==> src/rtl/dbt_pkg.sv <==
package dbt_pkg;
    localparam int LEN_W      = 12;
    localparam int CODE_LSB   = 12;
    localparam int CODE_W     = 4;
    localparam int BASE_SHIFT = 12;

    typedef enum logic [1:0] {
        ST_IDLE  = 2'd0,
        ST_RUN   = 2'd1,
        ST_PAUSE = 2'd2
    } dbt_state_e;
endpackage

==> src/rtl/dbt_bound_calc.sv <==
module dbt_bound_calc
    import dbt_pkg::*;
#(
    parameter int ADDR_W = 32
) (
    input  logic [CODE_W-1:0] code,
    input  logic [ADDR_W-1:0] addr,
    output logic [ADDR_W-1:0] win_size,
    output logic [ADDR_W-1:0] win_rem
);
    localparam int SHIFT_W = $clog2(ADDR_W);

    logic [SHIFT_W-1:0] shamt;

    always_comb begin
        shamt    = SHIFT_W'(code) + SHIFT_W'(BASE_SHIFT);
        win_size = {{(ADDR_W-1){1'b0}}, 1'b1} << shamt;
        win_rem  = win_size - (addr & (win_size - 1'b1));
    end

    initial begin

        size_fit_chk: assert (ADDR_W > (1 << CODE_W) - 1 + BASE_SHIFT);
    end
endmodule

==> src/rtl/dbt_status.sv <==
module dbt_status #(
    parameter int NFLAG = 2
) (
    input  logic             clk,
    input  logic             rst_n,
    input  logic [NFLAG-1:0] set,
    input  logic [NFLAG-1:0] clr,
    output logic [NFLAG-1:0] flags
);
    for (genvar i = 0; i < NFLAG; i++) begin : g_flag
        always_ff @(posedge clk or negedge rst_n) begin
            if (!rst_n)
                flags[i] <= 1'b0;
            else if (set[i])
                flags[i] <= 1'b1;
            else if (clr[i])
                flags[i] <= 1'b0;
        end


        sticky_chk: assert property (@(posedge clk) disable iff (!rst_n)
            (flags[i] && !clr[i]) |=> flags[i]);

        set_wins_chk: assert property (@(posedge clk) disable iff (!rst_n)
            set[i] |=> flags[i]);
    end
endmodule

==> src/rtl/dma_bndry_seq.sv <==
module dma_bndry_seq
    import dbt_pkg::*;
#(
    parameter int ADDR_W = 32,
    parameter int CNT_W  = 16
) (
    input  logic              clk,
    input  logic              rst_n,
    input  logic              start,
    input  logic [15:0]       blk_size_reg,
    input  logic [CNT_W-1:0]  blk_cnt_reg,
    input  logic [ADDR_W-1:0] start_addr,
    input  logic              dma_irq_en,
    input  logic              blk_done,
    input  logic              resume,
    input  logic [1:0]        sts_clr,
    output logic [ADDR_W-1:0] cur_addr,
    output logic [CNT_W-1:0]  blks_left,
    output logic [ADDR_W-1:0] bnd_left,
    output logic              busy,
    output logic              paused,
    output logic              flag_cmpl,
    output logic              flag_dma
);
    localparam int IDX_CMPL = 0;
    localparam int IDX_DMA  = 1;

    dbt_state_e state_q, state_d;

    logic [LEN_W-1:0]  len_q;
    logic [ADDR_W-1:0] size_q;
    logic              multi_q;
    logic [ADDR_W-1:0] calc_size, calc_rem;
    logic [ADDR_W-1:0] len_ext;
    logic [CNT_W-1:0]  cnt_nxt;
    logic [ADDR_W-1:0] rem_nxt;
    logic              launch, step, last_blk, stop_bnd;
    logic [1:0]        set_vec, flag_vec;

    dbt_bound_calc #(.ADDR_W(ADDR_W)) bound_i (
        .code     (blk_size_reg[CODE_LSB +: CODE_W]),
        .addr     (start_addr),
        .win_size (calc_size),
        .win_rem  (calc_rem)
    );

    always_comb begin
        len_ext  = {{(ADDR_W-LEN_W){1'b0}}, len_q};
        cnt_nxt  = blks_left - 1'b1;
        rem_nxt  = bnd_left - len_ext;
        launch   = (state_q == ST_IDLE) && start && (blk_cnt_reg != '0);
        step     = (state_q == ST_RUN) && blk_done;
        last_blk = (cnt_nxt == '0);
        stop_bnd = multi_q && dma_irq_en && (rem_nxt == '0) && !last_blk;
    end

    // next-state selection
    always_comb begin
        state_d = state_q;
        unique case (state_q)
            ST_IDLE:  if (launch) state_d = ST_RUN;
            ST_RUN:   if (step && last_blk)      state_d = ST_IDLE;
                      else if (step && stop_bnd) state_d = ST_PAUSE;
            ST_PAUSE: if (resume) state_d = ST_RUN;
            default:  state_d = ST_IDLE;
        endcase
    end

    always_ff @(posedge clk or negedge rst_n) begin
        if (!rst_n) state_q <= ST_IDLE;
        else        state_q <= state_d;
    end

    // address, counts and captured configuration
    always_ff @(posedge clk or negedge rst_n) begin
        if (!rst_n) begin
            cur_addr  <= '0;
            blks_left <= '0;
            bnd_left  <= '0;
            len_q     <= '0;
            size_q    <= '0;
            multi_q   <= 1'b0;
        end else if (launch) begin
            cur_addr  <= start_addr;
            blks_left <= blk_cnt_reg;
            bnd_left  <= calc_rem;
            len_q     <= blk_size_reg[LEN_W-1:0];
            size_q    <= calc_size;
            multi_q   <= (blk_cnt_reg > CNT_W'(1));
        end else if (step) begin
            cur_addr  <= cur_addr + len_ext;
            blks_left <= cnt_nxt;
            bnd_left  <= rem_nxt;
        end else if ((state_q == ST_PAUSE) && resume) begin
            bnd_left  <= size_q;
        end
    end

    assign busy   = (state_q == ST_RUN);
    assign paused = (state_q == ST_PAUSE);

    assign set_vec[IDX_CMPL] = step && last_blk;
    assign set_vec[IDX_DMA]  = step && stop_bnd;

    dbt_status #(.NFLAG(2)) status_i (
        .clk   (clk),
        .rst_n (rst_n),
        .set   (set_vec),
        .clr   (sts_clr),
        .flags (flag_vec)
    );

    assign flag_cmpl = flag_vec[IDX_CMPL];
    assign flag_dma  = flag_vec[IDX_DMA];


    blk_step_chk: assert property (@(posedge clk) disable iff (!rst_n)
        (busy && blk_done) |=> (blks_left == $past(blks_left) - 1'b1));

    finish_chk: assert property (@(posedge clk) disable iff (!rst_n)
        (busy && blk_done && blks_left == CNT_W'(1)) |=> (flag_cmpl && !busy && !paused));

    reload_chk: assert property (@(posedge clk) disable iff (!rst_n)
        (paused && resume) |=> (busy && bnd_left == size_q));

    pause_hold_chk: assert property (@(posedge clk) disable iff (!rst_n)
        (paused && !resume) |=> ($stable(cur_addr) && $stable(blks_left)));

    state_excl_chk: assert property (@(posedge clk) disable iff (!rst_n)
        !(busy && paused));
endmodule

==> config.mk <==
export PLATFORM = sky130hd
export DESIGN_NAME = dma_bndry_seq
export DESIGN_NICKNAME = d
export VERILOG_FILES = /design/src/rtl/dbt_pkg.sv /design/src/rtl/dbt_bound_calc.sv /design/src/rtl/dbt_status.sv /design/src/rtl/dma_bndry_seq.sv
export SDC_FILE = /design/constraint.sdc
export NUM_CORES = 1
export LEC_CHECK = 0
export ABC_AREA = 1
export BUFFER_PORTS_ARGS = -buffer_cell sky130_fd_sc_hd__clkbuf_2
export CAP_MARGIN = 20
export CORE_MARGIN = 3
export CORE_UTILIZATION = 40
export DETAILED_ROUTE_END_ITERATION = 6
export PLACE_DENSITY = 0.59
export SETUP_SLACK_MARGIN = 0.1
export SLEW_MARGIN = 20
export SYNTH_ARGS = -nofsm -noshare
export SYNTH_HDL_FRONTEND = slang
export SYNTH_SLANG_ARGS = --single-unit
export TNS_END_PERCENT = 5
==> constraint.sdc <==
create_clock -name clk -period 4.5 [get_ports clk]
set_input_delay 0.675 -clock clk [delete_from_list [all_inputs] [get_ports clk]]
set_output_delay 0.675 -clock clk [all_outputs]
set_load 0.05 [all_outputs]
# [Yosys cells after proc, flatten, opt, wreduce, memory -nomap -nowiden]
# Index checks and enable logic that the tools add are counted.
[totals] register_bits=129 input_bits=72 output_inout_bits=84 word_cells=58
[op_classes] add_sub_neg=6 magnitude_cmp=1 eq_ne=5 shift=1 muxes=16 bitwise_logic=1 n_reduce_logical=19
[ops] op="32-bit two-way mux" n=5
[ops] op="32-bit by 12-bit adder with 32-bit output" n=1
[ops] op="32-bit AND" n=1
[ops] op="32-bit logical NOT" n=1
[ops] op="16-bit two-way mux" n=2
[ops] op="1-bit by 5-bit << shifter with 32-bit output (first input constant)" n=1
[ops] op="32-bit by 1-bit subtractor with 32-bit output (second input constant)" n=1
[ops] op="32-bit by 12-bit subtractor with 32-bit output" n=1
[ops] op="32-bit subtractor" n=1
[ops] op="16-bit by 1-bit greater-than comparator with 1-bit output (second input constant)" n=1
[ops] op="16-bit logical NOT" n=1
[ops] op="16-bit nonzero test" n=1
[ops] op="16-bit by 1-bit subtractor with 16-bit output (second input constant)" n=1
[ops] op="1-bit logical AND" n=9
[ops] op="2-bit two-way mux" n=4
[ops] op="2-bit case mux with 3 select lines" n=1
[ops] op="2-bit nonzero test" n=3
[ops] op="4-bit by 4-bit adder with 5-bit output (second input constant)" n=1
[ops] op="1-bit two-way mux" n=4
[ops] op="2-bit != test (second input constant)" n=2
[ops] op="3-bit by 1-bit != test with 1-bit output (second input constant)" n=1
[ops] op="3-bit AND reduction" n=1
[ops] op="3-bit nonzero test" n=1
[ops] op="2-bit by 1-bit == test with 1-bit output (second input constant)" n=1
[ops] op="other kinds (3)" n=3

# [Logic depth before layout (Yosys ltp)]
# Gate-level depths: netlist (run 1).
[depth] depth_word=8 mapped_depth=26 ltp_nobuf=22

# [Cells and area by module]
# Synthesis (run 1) repeated with hierarchy kept, for this count alone.
[unflattened] hier_cells=1945 area_unflattened_um2=12165.4
[modules_own_cells] module="dma_bndry_seq" instances=1 cells_each=1327 area_each_um2=8959.8 seq_area_each_um2=3178.0
[modules_own_cells] module="dbt_bound_calc" instances=1 cells_each=608 area_each_um2=3125.5 seq_area_each_um2=0.0
[modules_own_cells] module="dbt_status" instances=1 cells_each=10 area_each_um2=80.1 seq_area_each_um2=50.0

# [Worst setup path before layout (run 1)]
# Ideal clock, no wire load.
[synth_timing] path_kind="input-to-reg" start="input port blk_size_reg[14]" end="register bnd_left[19]" setup_time_ns=0.119 arrival_time_ns=3.731 required_time_ns=4.381 setup_slack_ns=0.650 stages=21 path_buffers=5 cell_sequence="buf_2 > inv_2 > buf_4 > buf_4 > ha_1 > buf_2 > buf_2 > nand4_1 > ha_1 > or2_2 > nand3_1 > nand2_1 > inv_1 > o21ai_1 > nand3_1 > nand2_1 > a21oi_1 > o21bai_1 > or2_1 > a21oi_1 > nor2_1"
[synth_via] elab_chain_len=6
[synth_lines] element="from (decl)" line_no="dma_bndry_seq.sv:10" text="input logic [15:0] blk_size_reg,"
[synth_lines] element="4-bit by 4-bit adder with 5-bit output *" line_no="dbt_bound_calc.sv:16" text="shamt = SHIFT_W'(code) + SHIFT_W'(BASE_SHIFT);"
[synth_lines] element="1-bit by 5-bit << shifter with 32-bit output *" line_no="dbt_bound_calc.sv:17" text="win_size = {{(ADDR_W-1){1'b0}}, 1'b1} << shamt;"
[synth_lines] element="32-bit by 1-bit subtractor with 32-bit output" line_no="dbt_bound_calc.sv:18" text="win_rem = win_size - (addr & (win_size - 1'b1));"
[synth_lines] element="32-bit AND" line_no="dbt_bound_calc.sv:18"
[synth_lines] element="32-bit subtractor *" line_no="dbt_bound_calc.sv:18"
[synth_lines] element="32-bit two-way mux *" line_no="dma_bndry_seq.sv:83" text="end else if (launch) begin"
[synth_lines] element="to (signal assigned)" line_no="dma_bndry_seq.sv:86" text="bnd_left <= calc_rem;"
[synth_lines] element="to (signal assigned)" line_no="dma_bndry_seq.sv:93" text="bnd_left <= rem_nxt;"
[synth_lines] element="to (signal assigned)" line_no="dma_bndry_seq.sv:95" text="bnd_left <= size_q;"
[synth_lines] element="to (decl)" line_no="dma_bndry_seq.sv:19" text="output logic [ADDR_W-1:0] bnd_left,"
# Mark *: on every way between the ends. The rest lies on a longest branch, timed or not.
# A chain may end at the register's enable or synchronous reset.

# [Final worst setup path (run 1)]
[layout_timing] start="input port blk_size_reg[15]" end="register bnd_left[26]"
# The elaborated chain is that of the path after synthesis.

==> results of run 1 <==
-- power groups by stage --
| stage | Sequential, mW | Combinational, mW | Clock, mW |
|---|---|---|---|
| floorplan | 3.26 | 3.33 | 0 |
| global placement | 2.21 | 6.10 | 0 |
| detailed placement | 2.22 | 6.12 | 0 |
| CTS | 2.20 | 6.14 | 1.41 |
| global route | 2.27 | 6.83 | 1.46 |
| finish | 2.21 | 6.16 | 1.39 |
-- registers in the layout, summed over array words and instances, names as in the netlist --
signal	count
state_q	2
cur_addr	32
blks_left	16
multi_q	1
status_i.flags	2
bnd_left	32
size_q	32
len_q	12
-- area by class of cell --
class                      instances  area [um^2]  share of cell area [%]
sequential                       129         3228                   24.62
multi-input combinational       1401         6948                   52.99
clock buffer                      18        439.2                   3.349
timing repair buffer             178        962.2                   7.338
inverter                         246        923.4                   7.042
clock inverter                    14        138.9                   1.059
tap                              378        473.0                   3.607
-- per-layer routing --
layer / vias to the layer above / routed length (um) / global-route usage, %
met5: - / 13 / 0
met4: 2 / 825 / 6.669
met3: 55 / 2865 / 4.522
met2: 455 / 19900 / 46.05
met1: 6053 / 20690 / 42.14
li1: 6325 / - / -
-- cell usage in the layout, fill, tap and decap left out, drive strengths merged, types with 30 or more instances in the layout --
master	instances
nand2	553
nor2	238
o21ai	107
clkbuf	172
xor2	30
dfrtp	129
inv	250
a21oi	62
nand4	78
ha	37
nand3	151
-- through the flow --
stage                     area [um^2]  total power [mW]  setup WS [ps]  util (%)
final                           13110             9.767          702.2     47.07
after global routing            13110             10.56          360.0     47.07
after CTS                       13100             9.757          784.7     47.02
after detailed placement        12520             8.332          358.1     44.94
after global placement          12520             8.306          371.1     44.94
after floorplan                 11350             6.587          650.4         -
-- critical path: stages --
cell      delay (ps)
clkbuf_2         120
inv_1             90
ha_1             300
buf_4            290
nand4_1          260
ha_1             350
nand2_2          140
nor2_2           100
nand3_1          100
nand2_1          100
o21ai_2          160
nand2_1          130
nor2_1           260
inv_1            130
nor2_1           170
nand4_1          270
nand3_1          150
nand3_1          170
a21oi_1          170
-- worst paths after layout --
kind                                  startpoint                       endpoint  slack, ps
setup reg to reg           len_q[10]$_DFFE_PN0P_         state_q[1]$_DFFE_PN0P_       1160
max in group asynchronous                  rst_n          len_q[11]$_DFFE_PN0P_       3310
min in group clk                      sts_clr[0]  status_i.flags[0]$_DFFE_PN0P_        430
hold reg to reg            size_q[9]$_DFFE_PN0P_          size_q[9]$_DFFE_PN0P_        480
hold / removal                             rst_n       bnd_left[20]$_DFFE_PN0P_        250
setup / recovery                blk_size_reg[15]       bnd_left[26]$_DFFE_PN0P_        700
-- cells in the mapped netlist, types with 9 or more instances --
library cell,instances
a21oi_1,62
inv_1,223
xor2_1,30
nand4_1,77
nand2_1,552
xnor2_1,10
clkbuf_1,37
buf_2,11
a31oi_1,11
nor2_1,231
o221ai_1,20
dfrtp_1,129
a221oi_1,9
inv_2,19
o21ai_0,95
nor3_1,15
nand3_1,148
nand3b_1,10
o211ai_1,27
o21ai_1,9
ha_1,37
-- logic make-up after synthesis --
group	share of synthesized area (%)
simple gates	40.05
buf+inv	10.31
compound gates	13.66
flops	28.45
xor+xnor	3.088
fa+ha+maj	4.433
==> out/qor.csv, run 1 <==
metric;value;unit
cp_data_arrival_time;4150;ps
slew_violations;0;
synth_cell_type_count;48;
p_clk_share;14.2;%
start_kind;input port;
drt-pass1-iter-count;5;
synthesis.nets;1945;
nNetsFinal;2084;
die_w;174.4;um
outcome;finished, final reports clean;
post_cts_buffers;0;
hold_path.class;input port to async pin;
netlist_area;11350;um^2
yosysSeqAreaShare;28.45;%
vias;12890;
io-pin-count;156;
clk_pin_slew;60;ps
grt-ovfl-total;0;
cp_data_required_time;4850;ps
gp_congestion;0.9984;
postSynthCellCount;1834;
share_comb_of_total_power;63.1;%
area_growth;15.57;%
clock.fmax;263.3;MHz
ctsResizeCount;0;
grt_max_degree;70;
placedCellCount;2331;
vias_per_cell;5.453;
p_leak;6.864;nW
synth_edf_count;0;
p_switching;5.676;mW
post_drt_wl_per_cell;18.74;um
reg2reg_depth;19;
switching_share;58.12;%
drc;0;
hold_viol;0;
powerDensity;744.8;nW/um^2
synth-seq-cells;129;
rows;61;
cts-buffers-inserted;17;
post-dp-hpwl;35490;um
crit_type;input port to register;
worst-slew-pin-transition;1078;ps
maxSlewHeadroom;28.06;%
grt_use_total;29.18;%
skew;14.46;ps
finalSetupViolations;0;
fp.coreArea;27860;um^2
irDropWorstVdd;0.0003478;V
ys_warn_count;0;
io_buffer_count;155;
drive_above_1_share;12.59;%
maxCapViolations;0;
fin_hold_ws;254.7;ps
insertion_delay;440;ps
timing.setup.tns;0;ps
fillCellCount;3054;
cts_root_buf;clkbuf_16;
async_reset_ff_share;100.0;%
fp.dieH;174.4;um
wl;44300;um
cts_tree;built;
endpoint_kind;register;
grt_pass1_vias;12100;
first_iter_violations;1263;
p_seq_share;22.7;%
yosys-top-cells-area;dfrtp_1, nand2_1, nor2_1, inv_1, nand3_1;
diodes;0;
netlist.area_leader.share;28.45;%
period_share;84.39;%
holdBufCountCts;0;
final_cells;2364;
crit_fanout;27;
rsz0062_at_grt;false;
syn_avg_cell_area;6.186;um^2
antenna_found_initial;1;
clock-sinks;129;
htreeDepth;4;
p_int;4.090;mW
clockBufferDepth;2;
start_util;40.73;%
dieArea;30420;um^2
grt_pass1_wl;69720;um
period_minus_slack;3798;ps
synth_area_leader_cell;dfrtp_1;
ant_nets;0;
synthFlopType;dfrtp_1;
No activity file was read; power rests on OpenSTA's default activity.
==> run 2, diff against run 1 <==
ABC_AREA = 0   (was 1)
clock period = 3.8 ns   (was 4.5 ns; I/O delays follow)
==> out/qor.csv, run 2 <==
metric;value;unit;change
cts_root_buf;clkbuf_16;;
hold_path.class;input port to async pin;;
yosys.area_share.simple;23.82;%;-16 points
period_minus_slack;3565;ps;
synth_edf_count;0;;unchanged
htreeDepth;4;;unchanged
post-dp-hpwl;29010;um;-18%
p_int;5.064;mW;+24%
hold_viol;0;;unchanged
insertion_delay;430;ps;about the same
cp_data_arrival_time;3910;ps;-240 ps
maxSlewHeadroom;34.92;%;+6.9 points
dieArea;28150;um^2;-7.5%
synth_cell_type_count;97;;+100%
post-route-util;49.93;%;+2.9 points
outcome;finished, final reports clean;;
synthFlopType;dfrtp_1;;
crit_path_end;bnd_left[28]$_DFFE_PN0P_;;
timing.setup.tns;0;ps;unchanged
antenna_found_initial;0;;-1
first_iter_violations;1149;;-9.0%
synth-seq-cells;129;;unchanged
p_switching;5.532;mW;-2.5%
synthMuxAreaShare;1.638;%;+1.6 points
maxCapViolations;0;;unchanged
netlist.area_leader.share;30.84;%;+2.4 points
nNetsFinal;1615;;-23%
netlist_area;10470;um^2;-7.7%
irDropWorstVdd;0.0005267;V;+51%
grt-ovfl-total;0;;unchanged
synth_most_common_cell;nand2_1;;
synth_xor_area_share;4.339;%;+1.3 points
p_clk_share;16.7;%;+2.5 points
ant_nets;0;;unchanged
crit_type;input port to register;;
layout_commonest_cell;nand2_1;;
yosysSeqAreaShare;30.84;%;+2.4 points
powerDensity;833.2;nW/um^2;+12%
drc;0;;unchanged
p_leak;5.619;nW;-18%
ys_warn_count;0;;unchanged
grt_pass1_vias;10390;;-14%
holdBufCountCts;0;;unchanged
synth_compound_area_share;29.30;%;+16 points
die_w;167.8;um;-3.8%
layout.cells.most_common_list;nand2_1, clkbuf_2, dfrtp_1;;
postSynthCellCount;1317;;-28%
worst-r2r-setup-slack;240;ps;-920 ps
fin_area;12720;um^2;-3.0%
vias_per_cell;5.992;;+9.9%
io-pin-count;156;;unchanged
clock-sinks;129;;unchanged
cts-buffers-inserted;17;;unchanged
io_buffer_count;155;;unchanged
finalSetupViolations;0;;unchanged
place_ws;-177.7;ps;-535.8 ps
clockBufferDepth;2;;unchanged
r2r-end;state_q[0]$_DFFE_PN0P_;;
grt_use_total;26.70;%;-2.5 points
timing.rr.start;blks_left[0]$_DFFE_PN0P_;;
synth_fa_ha_area_share;4.805;%;+0.37 points
area_growth;21.49;%;
reg_top3;bnd_left: 32 flops, cur_addr: 32 flops, size_q: 32 flops;;
reg2reg_depth;13;;-6
yosys-top-cells-count;nand2_1, dfrtp_1, o21ai_0, nor2_1, a21oi_1;;
clk_pin_slew;70;ps;about the same
switching_share;52.20;%;-5.9 points
period_share;93.81;%;
grt_pass1_wl;59890;um;-14%
startpoint;blk_size_reg[15];;
rows;58;;-4.9%
start_kind;input port;;
crit_fanout;15;;-44%
fin_hold_ws;105.5;ps;-149.3 ps
diodes;0;;unchanged
vias;11070;;-14%
async_reset_ff_share;100.0;%;unchanged
worst-slew-pin-transition;976.2;ps;-101.7 ps
slew_violations;0;;unchanged
synthesis.nets;1428;;-27%
clock.fmax;280.5;MHz;
fp.coreArea;25470;um^2;-8.6%
fp.dieH;167.8;um;-3.8%
synth_area_leader_cell;dfrtp_1;;
rsz0062_at_grt;true;;
share_comb_of_total_power;58.8;%;-4.3 points
wl;38630;um;-13%
yosys-top-cells-area;dfrtp_1, nand2_1, o21ai_0, ha_1, nor2_1;;
start_util;41.09;%;+0.37 points
endpoint_kind;register;;
placed_cell_area;12090;um^2;-3.4%
drt-pass1-iter-count;6;;+1
grt_max_degree;93;;+33%
post_drt_wl_per_cell;20.91;um;+12%
syn_avg_cell_area;7.948;um^2;+28%
cp_data_required_time;4140;ps;-710 ps
cts_tree;built;;
p_seq_share;24.5;%;+1.8 points
synth_top_family_by_area;compound AO/OA/AOI/OAI gates;;
drive_above_1_share;22.61;%;+10 points
skew;13.47;ps;-0.9882 ps
setup_ws;235.4;ps;-466.9 ps
gp_congestion;0.9652;;-3.3%
[run 2: changes by cell type in the layout (fill, tap and decap cells not counted), sizes merged, moves of 17 or more]
cell    before  now
o31ai        0   22
xnor2       10   37
nor2       238   99
nor3        16   39
buf         24   97
nand3      151   38
nand4       78   14
inv        250   53
nand2b       0   28
nand2      553  178
o21ai      107  124
nor2b        0   20
[run 2: kinds of logic (layout without fill, tap and decap cells)]
family	Yosys count	count (layout)
AND/OR/NAND/NOR	505	505
adder cells (fa/ha/maj)	39	39
flip-flops	129	129
AO/OA/AOI/OAI	446	446
buffers and inverters	132	332
XOR/XNOR	51	51
multiplexers	15	15
[run 2: worst max-delay path: stages]
cell and delay, ps:
clkbuf_2 100, inv_1 100, ha_4 280, or3b_4 390, nor2_4 130, inv_2 60
ha_4 150, buf_4 180, inv_1 80, a31oi_1 60, a21oi_1 250, nand4bb_1 190
o31ai_4 400, nand4_2 180, a21oi_2 240, o2111ai_1 160, a211o_1 340, o211ai_2 60
[run 2: cell type report]
class	count	area, um^2
clock buffers	18	429.2
clock inverters	14	180.2
fillers	2530	12750
inverters	49	186.4
multi-input cells	1056	6753
flip-flops and latches	129	3228
well taps	330	412.9
repair buffers	251	1528
[run 2: repair_timing]
| action | CTS | global route |
|---|---|---|
| endpoints found under the setup margin | 0 | 6 |
| gates resized for setup | 0 | 3 |
| endpoints found under the hold margin | 0 | 0 |
| setup buffers | 0 | 1 |
[run 2: per-layer routing]
layer  GRT usage (%)  vias to the layer above  share of wire (%)
li1                -                     5247                  -
met1           39.03                     5323                 47
met2           41.19                      438                 44
met3           4.391                       59                6.4
met4           6.795                        0                2.1
met5               0                        -                  0
[run 2: worst min path at each step]
stage | from | end | slack, ps | depth (start not counted)
3_3_place_gp | size_q[22]$_DFFE_PN0P_ | size_q[22]$_DFFE_PN0P_ | 460 | 2
5_1_grt | rst_n | blks_left[7]$_DFFE_PN0P_ | 150 | 1
2_1_floorplan | rst_n | blks_left[0]$_DFFE_PN0P_ | 270 | 0
6_report | rst_n | blks_left[7]$_DFFE_PN0P_ | 110 | 1
3_5_place_dp | size_q[19]$_DFFE_PN0P_ | size_q[19]$_DFFE_PN0P_ | 460 | 2
4_1_cts | rst_n | blks_left[7]$_DFFE_PN0P_ | 150 | 1
[run 2: metrics by stage]
stage	instances	power (mW)
6_report	1847	10.60
3_5_place_dp	1814	8.739
4_1_cts	1846	10.54
2_1_floorplan	1317	6.972
3_3_place_gp	1814	8.654
5_1_grt	1847	11.27
[run 2: power by group through the flow]
stage / Combinational [mW] / Clock (mW) / Sequential (mW)
final: 6.23 / 1.77 / 2.60
after floorplan: 3.28 / 0 / 3.70
after CTS: 6.17 / 1.79 / 2.58
after global placement: 6.07 / 0 / 2.59
after global routing: 6.75 / 1.85 / 2.67
after detailed placement: 6.14 / 0 / 2.60
==> run 3, diff against run 2 <==
CORE_MARGIN = 8   (was 3)
CORE_UTILIZATION = 55   (was 40)
PLACE_DENSITY = 0.77   (was 0.59)
==> out/qor.csv, run 3 (synthesized netlist as in run 2, its figures left out) <==
metric;value;unit;change
outcome;finished, final reports clean;;
period_share;94.84;%;+1.0 points
htreeDepth;4;;unchanged
post-dp-hpwl;28650;um;-1.2%
place_ws;-157.0;ps;+20.68 ps
layout_commonest_cell;nand2_1;;
io_buffer_count;155;;unchanged
switching_share;52.16;%;about the same
crit_fanout;6;;-9
p_int;5.063;mW;about the same
dieArea;23700;um^2;-16%
period_minus_slack;3604;ps;+39.32 ps
p_switching;5.521;mW;-0.20%
area_growth;19.85;%;
maxCapViolations;0;;unchanged
diodes;0;;unchanged
powerDensity;843.6;nW/um^2;+1.2%
reg_top3;bnd_left: 32 flops, cur_addr: 32 flops, size_q: 32 flops;;
layout.cells.most_common_list;nand2_1, clkbuf_2, dfrtp_1;;
cts-buffers-inserted;17;;unchanged
gp_congestion;1.025;;+6.1%
post_drt_wl_per_cell;21.88;um;+4.6%
setup_ws;196.0;ps;-39.32 ps
first_iter_violations;1360;;+18%
clk_pin_slew;70;ps;about the same
hold_viol;0;;unchanged
cp_data_required_time;4130;ps;about the same
io-pin-count;156;;unchanged
cts_tree;built;;
fin_area;12550;um^2;-1.3%
antenna_found_initial;1;;+1
die_w;154.0;um;-8.2%
clock.fmax;277.5;MHz;-1.1%
clock-sinks;129;;unchanged
p_seq_share;24.4;%;about the same
worst-slew-pin-transition;848.5;ps;-127.7 ps
finalSetupViolations;0;;unchanged
fp.coreArea;18710;um^2;-27%
drc;0;;unchanged
vias_per_cell;6.577;;+9.8%
grt_use_total;31.55;%;+4.8 points
grt_pass1_wl;60020;um;+0.22%
wl;38070;um;-1.4%
vias;11440;;+3.4%
start_kind;register;;
grt_pass1_vias;11060;;+6.4%
post_cts_buffers;0;;unchanged
timing.setup.tns;0;ps;unchanged
irDropWorstVdd;0.0004525;V;-14%
p_leak;5.585;nW;-0.60%
placed_cell_area;11910;um^2;-1.5%
hold_path.class;input port to async pin;;
rows;50;;-14%
worst-r2r-setup-slack;200;ps;-40 ps
clockBufferDepth;2;;unchanged
drive_above_1_share;22.18;%;-0.43 points
insertion_delay;430;ps;about the same
cp_data_arrival_time;3930;ps;+20 ps
crit_type;register to register;;
drt-pass1-iter-count;6;;unchanged
maxSlewHeadroom;43.43;%;+8.5 points
grt_max_degree;93;;unchanged
rsz0062_at_grt;true;;
ant_nets;0;;unchanged
endpoint_kind;register;;
slew_violations;0;;unchanged
skew;13.94;ps;+0.4630 ps
nNetsFinal;1604;;-0.68%
share_comb_of_total_power;58.8;%;about the same
p_clk_share;16.8;%;about the same
start_util;55.96;%;+15 points
cts_root_buf;clkbuf_16;;
fp.dieH;154.0;um;-8.2%
total_power;10.58;mW;-0.12%
grt-ovfl-total;0;;unchanged
[run 3: repair_timing]
action                                  CTS  global route
endpoints found under the setup margin    0            11
gates resized for setup                   0             6
hold buffers                              0             0
hold endpoints to repair                  0             0
[run 3: final timing paths]
check / startpoint / cells after the start / to
hold / removal: rst_n / 1 / blks_left[9]$_DFFE_PN0P_
max in group asynchronous: rst_n / 2 / cur_addr[19]$_DFFE_PN0P_
hold reg to reg: size_q[26]$_DFFE_PN0P_ / 2 / size_q[26]$_DFFE_PN0P_
setup reg to reg: blks_left[0]$_DFFE_PN0P_ / 13 / state_q[0]$_DFFE_PN0P_
min in group clk: sts_clr[1] / 2 / status_i.flags[1]$_DFFE_PN0P_
setup / recovery: blks_left[0]$_DFFE_PN0P_ / 13 / state_q[0]$_DFFE_PN0P_
[run 3: power groups by stage]
stage          Clock, mW  Sequential (mW)  Combinational [mW]
6_report            1.77             2.59                6.22
5_1_grt             1.82             2.66                6.73
4_1_cts             1.77             2.56                6.16
3_5_place_dp           0             2.58                6.12
3_3_place_gp           0             2.55                6.01
2_1_floorplan          0             3.70                3.28
[run 3: stage by stage]
step | utilization (%) | std cells | hold WS [ps]
2_1_floorplan | - | 1317 | 274.4
3_3_place_gp | 63.65 | 1708 | 454.6
3_5_place_dp | 63.65 | 1708 | 459.3
4_1_cts | 66.95 | 1740 | 245.2
5_1_grt | 67.07 | 1740 | 268.4
6_report | 67.07 | 1740 | 197.6
[run 3: worst max-delay path: stages, from the launching register on]
cell,delay [ps]
dfrtp_1,450
inv_1,140
ha_2,240
or4b_4,520
or3_1,390
or2_4,270
xnor2_2,140
nor4_1,80
buf_4,160
nor3b_2,190
nand4_1,130
nor4b_2,260
nand3_1,240
a31o_1,280
[run 3: layout make-up]
class                   instances  area [um^2]
clock buffers                  19        442.9
clock inverters                13        173.9
fillers                      1638         6160
inverters                      49        186.4
multi-input cells            1056         6764
flip-flops and latches        129         3228
well taps                     234        292.8
repair buffers                240         1458
[run 3: layer usage]
layer	GRT usage (%)	vias up	share of wire, %
li1	-	5217	-
met1	43.49	5437	43
met2	47.45	692	44
met3	6.895	96	10
met4	11.95	2	3.0
met5	0	-	0.026
